### src/rtl/wds_pkg.sv
package wds_pkg;
   typedef enum logic [2:0] {
      ST_HOLD   = 3'd0,
      ST_POR    = 3'd1,
      ST_CLOSED = 3'd2,
      ST_OPEN   = 3'd3,
      ST_PULSE  = 3'd4
   } wds_state_e;

   function automatic logic in_reset(input wds_state_e s);
      return (s == ST_HOLD) || (s == ST_POR) || (s == ST_PULSE);
   endfunction
endpackage

### src/rtl/wds_sync.sv
module wds_sync #(
   parameter int WIDTH  = 3,
   parameter int STAGES = 2
) (
   input  logic             clk,
   input  logic             rst_n,
   input  logic [WIDTH-1:0] d_async,
   output logic [WIDTH-1:0] q_sync
);
   if (STAGES < 2) begin : g_bad_stages
      $error("wds_sync: STAGES must be at least 2");
   end
   if (WIDTH < 1) begin : g_bad_width
      $error("wds_sync: WIDTH must be at least 1");
   end

   logic [WIDTH-1:0] stage_q [STAGES];

   for (genvar i = 0; i < STAGES; i++) begin : g_stage
      if (i == 0) begin : g_first
         always_ff @(posedge clk or negedge rst_n) begin
            if (!rst_n) stage_q[i] <= '0;
            else        stage_q[i] <= d_async;
         end
      end else begin : g_next
         always_ff @(posedge clk or negedge rst_n) begin
            if (!rst_n) stage_q[i] <= '0;
            else        stage_q[i] <= stage_q[i-1];
         end
      end
   end

   assign q_sync = stage_q[STAGES-1];
endmodule

### src/rtl/wds_tick_timer.sv
module wds_tick_timer #(
   parameter int CNT_W = 8
) (
   input  logic             clk,
   input  logic             rst_n,
   input  logic             restart,
   input  logic             tick,
   input  logic [CNT_W-1:0] limit,
   output logic             expire
);
   if (CNT_W < 1) begin : g_bad_w
      $error("wds_tick_timer: CNT_W must be at least 1");
   end

   logic [CNT_W-1:0] cnt_q;

   assign expire = tick && (cnt_q == (limit - 1'b1));

   always_ff @(posedge clk or negedge rst_n) begin
      if (!rst_n)                 cnt_q <= '0;
      else if (restart || expire) cnt_q <= '0;
      else if (tick)              cnt_q <= cnt_q + 1'b1;
   end

   // the count never reaches the limit of the running interval
   assert_cnt_range_R8: assert property (@(posedge clk) disable iff (!rst_n)
      cnt_q < limit)
      else $error("tick timer count out of range");
endmodule

### src/rtl/wds_supervisor.sv
module wds_supervisor #(
   parameter int UNIT_TICKS  = 2500,
   parameter int POR_UNITS   = 40,
   parameter int CLOSE_UNITS = 32,
   parameter int OPEN_UNITS  = 16,
   parameter int SYNC_STAGES = 2
) (
   input  logic clk,
   input  logic rst_n,
   input  logic tick,
   input  logic supply_ok,
   input  logic vmon_above,
   input  logic wd_clear,
   output logic rst_pull,
   output logic en_n
);
   import wds_pkg::*;

   localparam int POR_TICKS   = POR_UNITS * UNIT_TICKS;
   localparam int CLOSE_TICKS = CLOSE_UNITS * UNIT_TICKS;
   localparam int OPEN_TICKS  = OPEN_UNITS * UNIT_TICKS;
   localparam int PULSE_TICKS = UNIT_TICKS;
   localparam int MAX_A       = (POR_TICKS > CLOSE_TICKS) ? POR_TICKS : CLOSE_TICKS;
   localparam int MAX_TICKS   = (MAX_A > OPEN_TICKS) ? MAX_A : OPEN_TICKS;
   localparam int CNT_W       = $clog2(MAX_TICKS + 1);

   if (UNIT_TICKS < 1 || POR_UNITS < 1 || CLOSE_UNITS < 1 || OPEN_UNITS < 1) begin : g_bad_dur
      $error("wds_supervisor: every duration must be at least one tick");
   end

   logic [2:0] raw_in, sync_out;
   logic       sup_s, vmon_s, clr_s, clr_prev_q, clr_rise, pwr_good;
   wds_state_e state_q, state_d;
   logic       en_n_q, en_n_d;
   logic       restart, expire;
   logic [CNT_W-1:0] limit;

   assign raw_in = {wd_clear, vmon_above, supply_ok};

   wds_sync #(.WIDTH(3), .STAGES(SYNC_STAGES)) u_sync (
      .clk    (clk),
      .rst_n  (rst_n),
      .d_async(raw_in),
      .q_sync (sync_out)
   );

   assign sup_s    = sync_out[0];
   assign vmon_s   = sync_out[1];
   assign clr_s    = sync_out[2];
   assign pwr_good = sup_s & vmon_s;
   assign clr_rise = clr_s & ~clr_prev_q;

   always_ff @(posedge clk or negedge rst_n) begin
      if (!rst_n) clr_prev_q <= 1'b0;
      else        clr_prev_q <= clr_s;
   end

   always_comb begin
      case (state_q)
         ST_POR:    limit = CNT_W'(POR_TICKS);
         ST_CLOSED: limit = CNT_W'(CLOSE_TICKS);
         ST_OPEN:   limit = CNT_W'(OPEN_TICKS);
         ST_PULSE:  limit = CNT_W'(PULSE_TICKS);
         default:   limit = CNT_W'(1);
      endcase
   end

   wds_tick_timer #(.CNT_W(CNT_W)) u_timer (
      .clk    (clk),
      .rst_n  (rst_n),
      .restart(restart),
      .tick   (tick),
      .limit  (limit),
      .expire (expire)
   );

   always_comb begin
      state_d = state_q;
      en_n_d  = en_n_q;
      if (!pwr_good) begin
         state_d = ST_HOLD;
      end else begin
         case (state_q)
            ST_HOLD:   state_d = ST_POR;
            ST_POR:    if (expire) state_d = ST_CLOSED;
            ST_CLOSED: begin
               if (clr_rise)    state_d = ST_PULSE;
               else if (expire) state_d = ST_OPEN;
            end
            ST_OPEN: begin
               if (clr_rise) begin
                  state_d = ST_CLOSED;
                  en_n_d  = 1'b0;
               end else if (expire) begin
                  state_d = ST_PULSE;
               end
            end
            ST_PULSE:  if (expire) state_d = ST_CLOSED;
            default:   state_d = ST_HOLD;
         endcase
      end
      if (in_reset(state_d)) en_n_d = 1'b1;
   end

   assign restart = (state_d != state_q);

   always_ff @(posedge clk or negedge rst_n) begin
      if (!rst_n) begin
         state_q <= ST_HOLD;
         en_n_q  <= 1'b1;
      end else begin
         state_q <= state_d;
         en_n_q  <= en_n_d;
      end
   end

   assign rst_pull = in_reset(state_q);
   assign en_n     = en_n_q;

   // a failed power condition drives reset on the next edge
   assert_pd_reset_R3: assert property (@(posedge clk) disable iff (!rst_n)
      !pwr_good |=> rst_pull)
      else $error("power-down did not assert reset");

   // enable never active while reset is pulled
   assert_en_off_R9: assert property (@(posedge clk) disable iff (!rst_n)
      rst_pull |-> en_n)
      else $error("enable active during reset");

   // early service leads to a reset pulse
   assert_early_clear_R5: assert property (@(posedge clk) disable iff (!rst_n)
      (pwr_good && state_q == ST_CLOSED && clr_rise) |=> (state_q == ST_PULSE && rst_pull))
      else $error("closed-window clear did not pulse reset");

   // in-window service restarts the closed window and enables
   assert_service_R6: assert property (@(posedge clk) disable iff (!rst_n)
      (pwr_good && state_q == ST_OPEN && clr_rise) |=> (state_q == ST_CLOSED && !en_n))
      else $error("valid service not taken");

   // without a tick or an edge, a running interval holds its state
   assert_no_tick_R11: assert property (@(posedge clk) disable iff (!rst_n)
      (!tick && pwr_good && state_q != ST_HOLD && !clr_rise) |=> $stable(state_q))
      else $error("state advanced without a tick");
endmodule

### config.mk
export PLATFORM = sky130hd
export DESIGN_NAME = wds_supervisor
export DESIGN_NICKNAME = d
export VERILOG_FILES = /design/src/rtl/wds_pkg.sv /design/src/rtl/wds_sync.sv /design/src/rtl/wds_tick_timer.sv /design/src/rtl/wds_supervisor.sv
export SDC_FILE = /design/constraint.sdc
export NUM_CORES = 1
export LEC_CHECK = 0
export BUFFER_PORTS_ARGS = -buffer_cell sky130_fd_sc_hd__buf_4
export CORE_ASPECT_RATIO = 1.5
export CORE_MARGIN = 2
export CORE_UTILIZATION = 45
export DETAILED_ROUTE_END_ITERATION = 7
export RECOVER_POWER = 100
export SYNTH_ARGS = -nofsm -noshare
export SYNTH_HDL_FRONTEND = slang
export SYNTH_SLANG_ARGS = --single-unit
### constraint.sdc
create_clock -name clk -period 3.1 [get_ports clk]
set_input_delay 0.62 -clock clk [delete_from_list [all_inputs] [get_ports clk]]
set_output_delay 0.62 -clock clk [all_outputs]
set_load 0.005 [all_outputs]
-- Yosys cells after proc, flatten, opt, wreduce, memory -nomap -nowiden
Cells that the tools add are included.
- register bits after elaboration: 28
- input bits: 6
- output and inout port bits: 2
- word-level logic and storage cells: 47
- add/sub/neg operators: 2
- equality and inequality tests: 8
- mux-type cells: 14
- bitwise operators: 3
- reductions and logical operators: 14
- operators by type and width (cell ; count):
    one-hot mux 17 bit (4 select lines) ; 1
    two-way mux 17 bit ; 2
    two-way mux 3 bit ; 6
    adder 17 x 1 -> 17 bit, second input constant ; 1
    equality test 17 bit ; 1
    subtractor 17 x 1 -> 17 bit, second input constant ; 1
    one-hot mux 3 bit (4 select lines) ; 1
    nonzero test 2 bit ; 4
    equality test 3 x 1 -> 1 bit, second input constant ; 2
    equality test 3 x 2 -> 1 bit, second input constant ; 2
    equality test 3 bit, second input constant ; 2
    zero test 3 bit ; 2
    logical OR 1 bit ; 5
    two-way mux 1 bit ; 4
    inequality test 3 bit ; 1
    AND reduction 3 bit ; 1
    AND 1 bit ; 2
    OR reduction 2 bit ; 1
    logical AND 1 bit ; 1
    NOT 1 bit ; 1

-- Longest topological paths before layout
- depth after elaboration: 14
- mapped depth: 10

-- By module
A second synthesis with hierarchy kept.
- cells, all modules: 232
- area, all modules: 2069.5 um2
- by module, submodules not included (module ; times used ; cells each ; area an instance (um2) ; seq. area each (um2)):
    wds_tick_timer ; 1 ; 173 ; 1493.9 ; 425.4
    wds_supervisor ; 1 ; 50 ; 402.9 ; 126.4
    wds_sync ; 1 ; 9 ; 172.7 ; 150.1

-- Least setup slack after synthesis
Ideal clock, no wire load.
- path kind: in2reg
- start point: input tick
- end point: register u_timer.cnt_q[0]
- setup time: 0.119 ns
- data arrival time: 2.055 ns
- required time: 2.981 ns
- setup slack: 0.926 ns
- stages on the path: 9
- cells stage by stage: clkbuf_1 > nand2b_1 > a21oi_1 > nand3_1 > a2111oi_4 > a22o_4 > buf_6 > buf_8 > nor2_2
- longest elaborated chain between the ends: 8
- elaborated cells on any way between the ends: 12
- classes of those cells: eq/ne (1); mux (8); reduce/logical (3)
- ends and longest elaborated chain (element ; line ; RTL):
    start, declared ; wds_supervisor.sv:10 ; input logic tick,
    logical AND 1 bit ; wds_tick_timer.sv:17 ; assign expire = tick && (cnt_q == (limit - 1'b1));
    two-way mux 3 bit (on tied branches) ; wds_supervisor.sv:94, wds_supervisor.sv:88 ;
    two-way mux 3 bit (on tied branches) ; wds_supervisor.sv:91, wds_supervisor.sv:87 ;
    one-hot mux 3 bit (4 select lines) ; wds_supervisor.sv:83 ; case (state_q)
    two-way mux 3 bit ; wds_supervisor.sv:80 ; if (!pwr_good) begin
    inequality test 3 bit ; wds_supervisor.sv:105 ; assign restart = (state_d != state_q);
    logical OR 1 bit ; wds_tick_timer.sv:21 ; else if (restart || expire) cnt_q <= '0;
    two-way mux 17 bit / nonzero test 2 bit (equally long branches) ; - ;
    end signal, assigned ; wds_tick_timer.sv:22 ; else if (tick) cnt_q <= cnt_q + 1'b1;
    end, declared ; wds_tick_timer.sv:15 ; logic [CNT_W-1:0] cnt_q;
Parallel ways exist; a longest one is shown, timed or not.
A chain may end at the register's enable or synchronous reset.

-- Worst setup path after layout
- start point: register state_q[0]
- end point: register state_q[2]
- longest elaborated chain between the ends: 9
- elaborated cells on any way between the ends: 17
- classes of those cells: add/sub (1); eq/ne (5); mux (8); reduce/logical (3)
- ends and longest elaborated chain (element ; line ; RTL):
    start, declared ; wds_supervisor.sv:33 ; wds_state_e state_q, state_d;
    start signal, assigned ; wds_supervisor.sv:112 ; state_q <= state_d;
    equality test 3 bit (tied with other cells) ; wds_supervisor.sv:59, wds_supervisor.sv:83 ;
    one-hot mux 17 bit (4 select lines) ; wds_supervisor.sv:59 ; case (state_q)
    subtractor 17 x 1 -> 17 bit ; wds_tick_timer.sv:17 ;
    equality test 17 bit ; wds_tick_timer.sv:17 ;
    logical AND 1 bit ; wds_tick_timer.sv:17 ;
    two-way mux 3 bit (on tied branches) ; wds_supervisor.sv:94, wds_supervisor.sv:88 ;
    two-way mux 3 bit (on tied branches) ; wds_supervisor.sv:91, wds_supervisor.sv:87 ;
    one-hot mux 3 bit (4 select lines) * ; wds_supervisor.sv:83 ;
    two-way mux 3 bit * ; wds_supervisor.sv:80 ;
    net state_d[2] ; wds_supervisor.sv:33 ;
The timed path passes the listed nets; every way through them passes the cells marked *.

==> impl_metrics.csv <==
group,metric,value,unit
yosys,most_frequent_cell_after_synthesis,"dfrtp_1",
yosys,synth-seq-area-share,41.6,%
finish,post_route_cells_drive_above_1_share,10.7,%
finish,postLayoutCoreUtil,48.3,%
floorplan,fp.dieH,79.0,um
yosys,synth.ff_latch_count,28,
placement,finalWeightedCongestion,0.901,
global_routing,track_usage,18.6,%
status,status,"finished, violations left",
worst_setup_path,cpLargestDelayFamily,"compound AO/OA/AOI/OAI gates",
worst_setup_path,crit_fanout,18,
clock_tree,cts_resized,0,
yosys,synth_top_area_share,40.1,%
sta,grt_setup_unrepaired,"false",
worst_setup_path,worst_endpoint_data_arrival_time,2.78,ns
global_routing,overflow,0,
yosys,synth_top_cell_by_area,"dfrtp_1",
sta,fin_worst_skew,0.00821,ns
detailed_routing,number_of_design_rule_violations_left_by_the_first_detailed_router_iteration,38,
clock_tree,hold_buffers,0,
global_routing,grt_pass1_vias,1354,
sta,setup_viol,0,
global_routing,grt_start_max_net_pins,29,
yosys,ys_top_cells_by_area,"dfrtp_1, xor2_1, xnor2_1",
floorplan,design.core.area,0.00365,sq mm
floorplan,count_of_standard_cell_rows,27,
finish,area_growth,4.38,%
clock_tree,tritoncts,"yes",
worst_setup_path,crit_cells,6,
sta,slew_viol_final,25,
worst_setup_path,rr_worst_depth,6,
worst_setup_path,worstPathCellList,"nand2b_1 > a211oi_1 > o211ai_1 > a2111oi_2 > a2111oi_0 > a211o_1",
finish,finalNetCount,186,
worst_setup_path,setup.reg_to_reg.worst_slack,0.46,ns
sta,clock.fmax,380,MHz
floorplan,design.die.area,0.00426,sq mm
power,p_leak,0.721,nW
yosys,dominantRegCellSynth,"dfrtp_1",
status,violations,"capacitance limit, slew limit",
yosys,synth-warning-count,0,
finish,insertedDiodeCount,0,
yosys,syn-instance-count,177,
sta,finalCritPeriodShare,85.0,%
detailed_routing,vias_per_cell,5.75,
detailed_routing,ant_nets,0,
yosys,synth_area,0.00169,sq mm
placement,pre_cts_ws,0.740,ns
worst_setup_path,crit_path_start,"state_q[0]$_DFF_PN0_",
worst_setup_path,criticalPathCategory,"reg2reg",
detailed_routing,drt-pass1-iter-count,4,
worst_setup_path,crit_path_capture,"state_q[2]$_DFF_PN0_",
clock_tree,clock-sinks,28,
placement,buffer_ports.inserted,7,
floorplan,fp.dieW,54.0,um
clock_tree,postCtsSetupBuffers,0,
yosys,synth.cells.most_frequent,"dfrtp_1, nand2_1, nor2_1",
detailed_routing,totalWireLength,3.41,mm
worst_setup_path,rr_endpoint,"state_q[2]$_DFF_PN0_",
worst_setup_path,critical_path.slowest_cell,"dfrtp_1",
detailed_routing,drc_errors,0,
worst_setup_path,slowest_delay,0.67,ns
global_routing,wire_length_of_the_first_global_routing_pass,5.98,mm
run,drv_cap,1,
sta,timing.final.crit_period,2.64,ns
worst_setup_path,critPathLaunchType,"register",
clock_tree,cts.path.max_buffers,2,
power,cellPowerDensity,435,mW/mm^2
worst_setup_path,crit_end_element,"register",
sta,worst_slew_margin_rel,-0.0140,%
clock_tree,ctsHtreeMaxLevel,1,
sta,worst_pin_slew,1.50,ns
worst_setup_path,critical_path_buf_inv_count,0,
yosys,post_synth_num_cell_types,45,
yosys,syn-mean-instance-area,9.53,sq um
floorplan,initial_core_util,46.2,%
floorplan,io_pins,8,
clock_tree,path_clk_slew,0.10,ns
worst_setup_path,r2r-start,"state_q[0]$_DFF_PN0_",
yosys,async_reset_ff_share,100,%
clock_tree,cts_root_buffer,"clkbuf_8",
global_routing,number_of_antenna_violations_at_the_first_check_in_global_routing,0,
sta,final_number_of_hold_violating_endpoints,0,
yosys,synth-edff-count,0,
placement,final_hpwl_from_detailed_placement,2.55,mm
clock_tree,clk_latency,0.27,ns
power,max-vdd-ir-drop,0.000314,V
min_path,min_path_type,"reg2reg",
detailed_routing,routed_wire_length_per_instance,15.4,um
sta,fin_tns_setup,0,ns
detailed_routing,detailroute.via_count,1271,
yosys,synth.net_count,184,
clock_tree,numCtsBuffers,3,
sta,post_route_setup_slack,0.465,ns
worst_setup_path,critical_path_required,3.24,ns
## worst register-to-register path: stages (launching register included)
cell	delay, ns
dfrtp_1	0.67
nand2b_1	0.30
a211oi_1	0.28
o211ai_1	0.16
a2111oi_2	0.57
a2111oi_0	0.24
a211o_1	0.30
## how the worst min path moves through the flow
stage,from,to,slack [ns],cells past startpoint
after global placement,u_sync.stage_q[4]$_DFF_PN0_,u_sync.q_sync[1]$_DFF_PN0_,0.33,0
after CTS,rst_n,state_q[0]$_DFF_PN0_,0.25,1
final,u_sync.stage_q[4]$_DFF_PN0_,u_sync.q_sync[1]$_DFF_PN0_,0.36,0
after detailed placement,u_sync.stage_q[4]$_DFF_PN0_,u_sync.q_sync[1]$_DFF_PN0_,0.34,0
after floorplan,rst_n,clr_prev_q$_DFF_PN0_,0.32,0
after global routing,u_sync.stage_q[4]$_DFF_PN0_,u_sync.q_sync[1]$_DFF_PN0_,0.38,0
## area by class of cell
class	count	area (sq um)
multi-input cells	135	873
flip-flops and latches	28	702
fillers	344	1890
repair buffers	7	45.0
clock inverters	1	30.0
inverters	4	15.0
well taps	43	53.8
clock buffers	3	41.3
## through the flow
step                      instance area (sq um)  std cells  hold slack (ns)  power [mW]
after global placement                     1730        217            0.332       0.497
final                                      1760        221            0.358       0.766
after global routing                       1760        221            0.381       0.803
after floorplan                            1690        177            0.324       0.481
after detailed placement                   1730        217            0.337       0.502
after CTS                                  1800        221            0.254       0.788
## metal layers
layer	global-route usage [%]	up-vias	part of all wire, %
met3	1.88	6	3.5
li1	-	621	-
met1	22.8	616	43
met5	0	-	0
met4	7.50	0	2.0
met2	32.1	28	51
## registers in the layout, indices dropped and copies added, names as in the netlist
signal / count
clr_prev_q: 1
en_n: 1
state_q: 3
u_sync.q_sync: 3
u_sync.stage_q: 3
u_timer.cnt_q: 17
## report_power, final
group,internal (mW),switching [mW],total (mW)
combinational,0.0360,0.0528,0.0888
clock,0.173,0.110,0.283
sequential,0.378,0.0175,0.395
## layout by cell type (no fill, tap or decap), types with 4 or more instances in the layout
master,synthesis,final
xnor2_1,8,8
nor2_1,14,21
dfrtp_1,27,27
nand2_1,16,16
o21ai_0,7,7
nand2b_1,7,7
nand3_1,11,11
and3_1,6,6
nor4_1,5,5
xor2_1,11,11
a211oi_1,4,4
## cells by family (layout without fill, tap and decap cells)
family                   count (synthesis)  after routing  share of synthesized area (%)
flip-flops                              28             28                           41.6
multiplexers                             3              3                           1.78
XOR/XNOR                                19             19                           9.87
AO/OA/AOI/OAI                           28             28                           14.8
buffers and inverters                   14             15                           4.82
adder cells (fa/ha/maj)                  1              1                          0.742
AND/OR/NAND/NOR                         84             84                           26.4
Power figures use the tool's default switching activity.
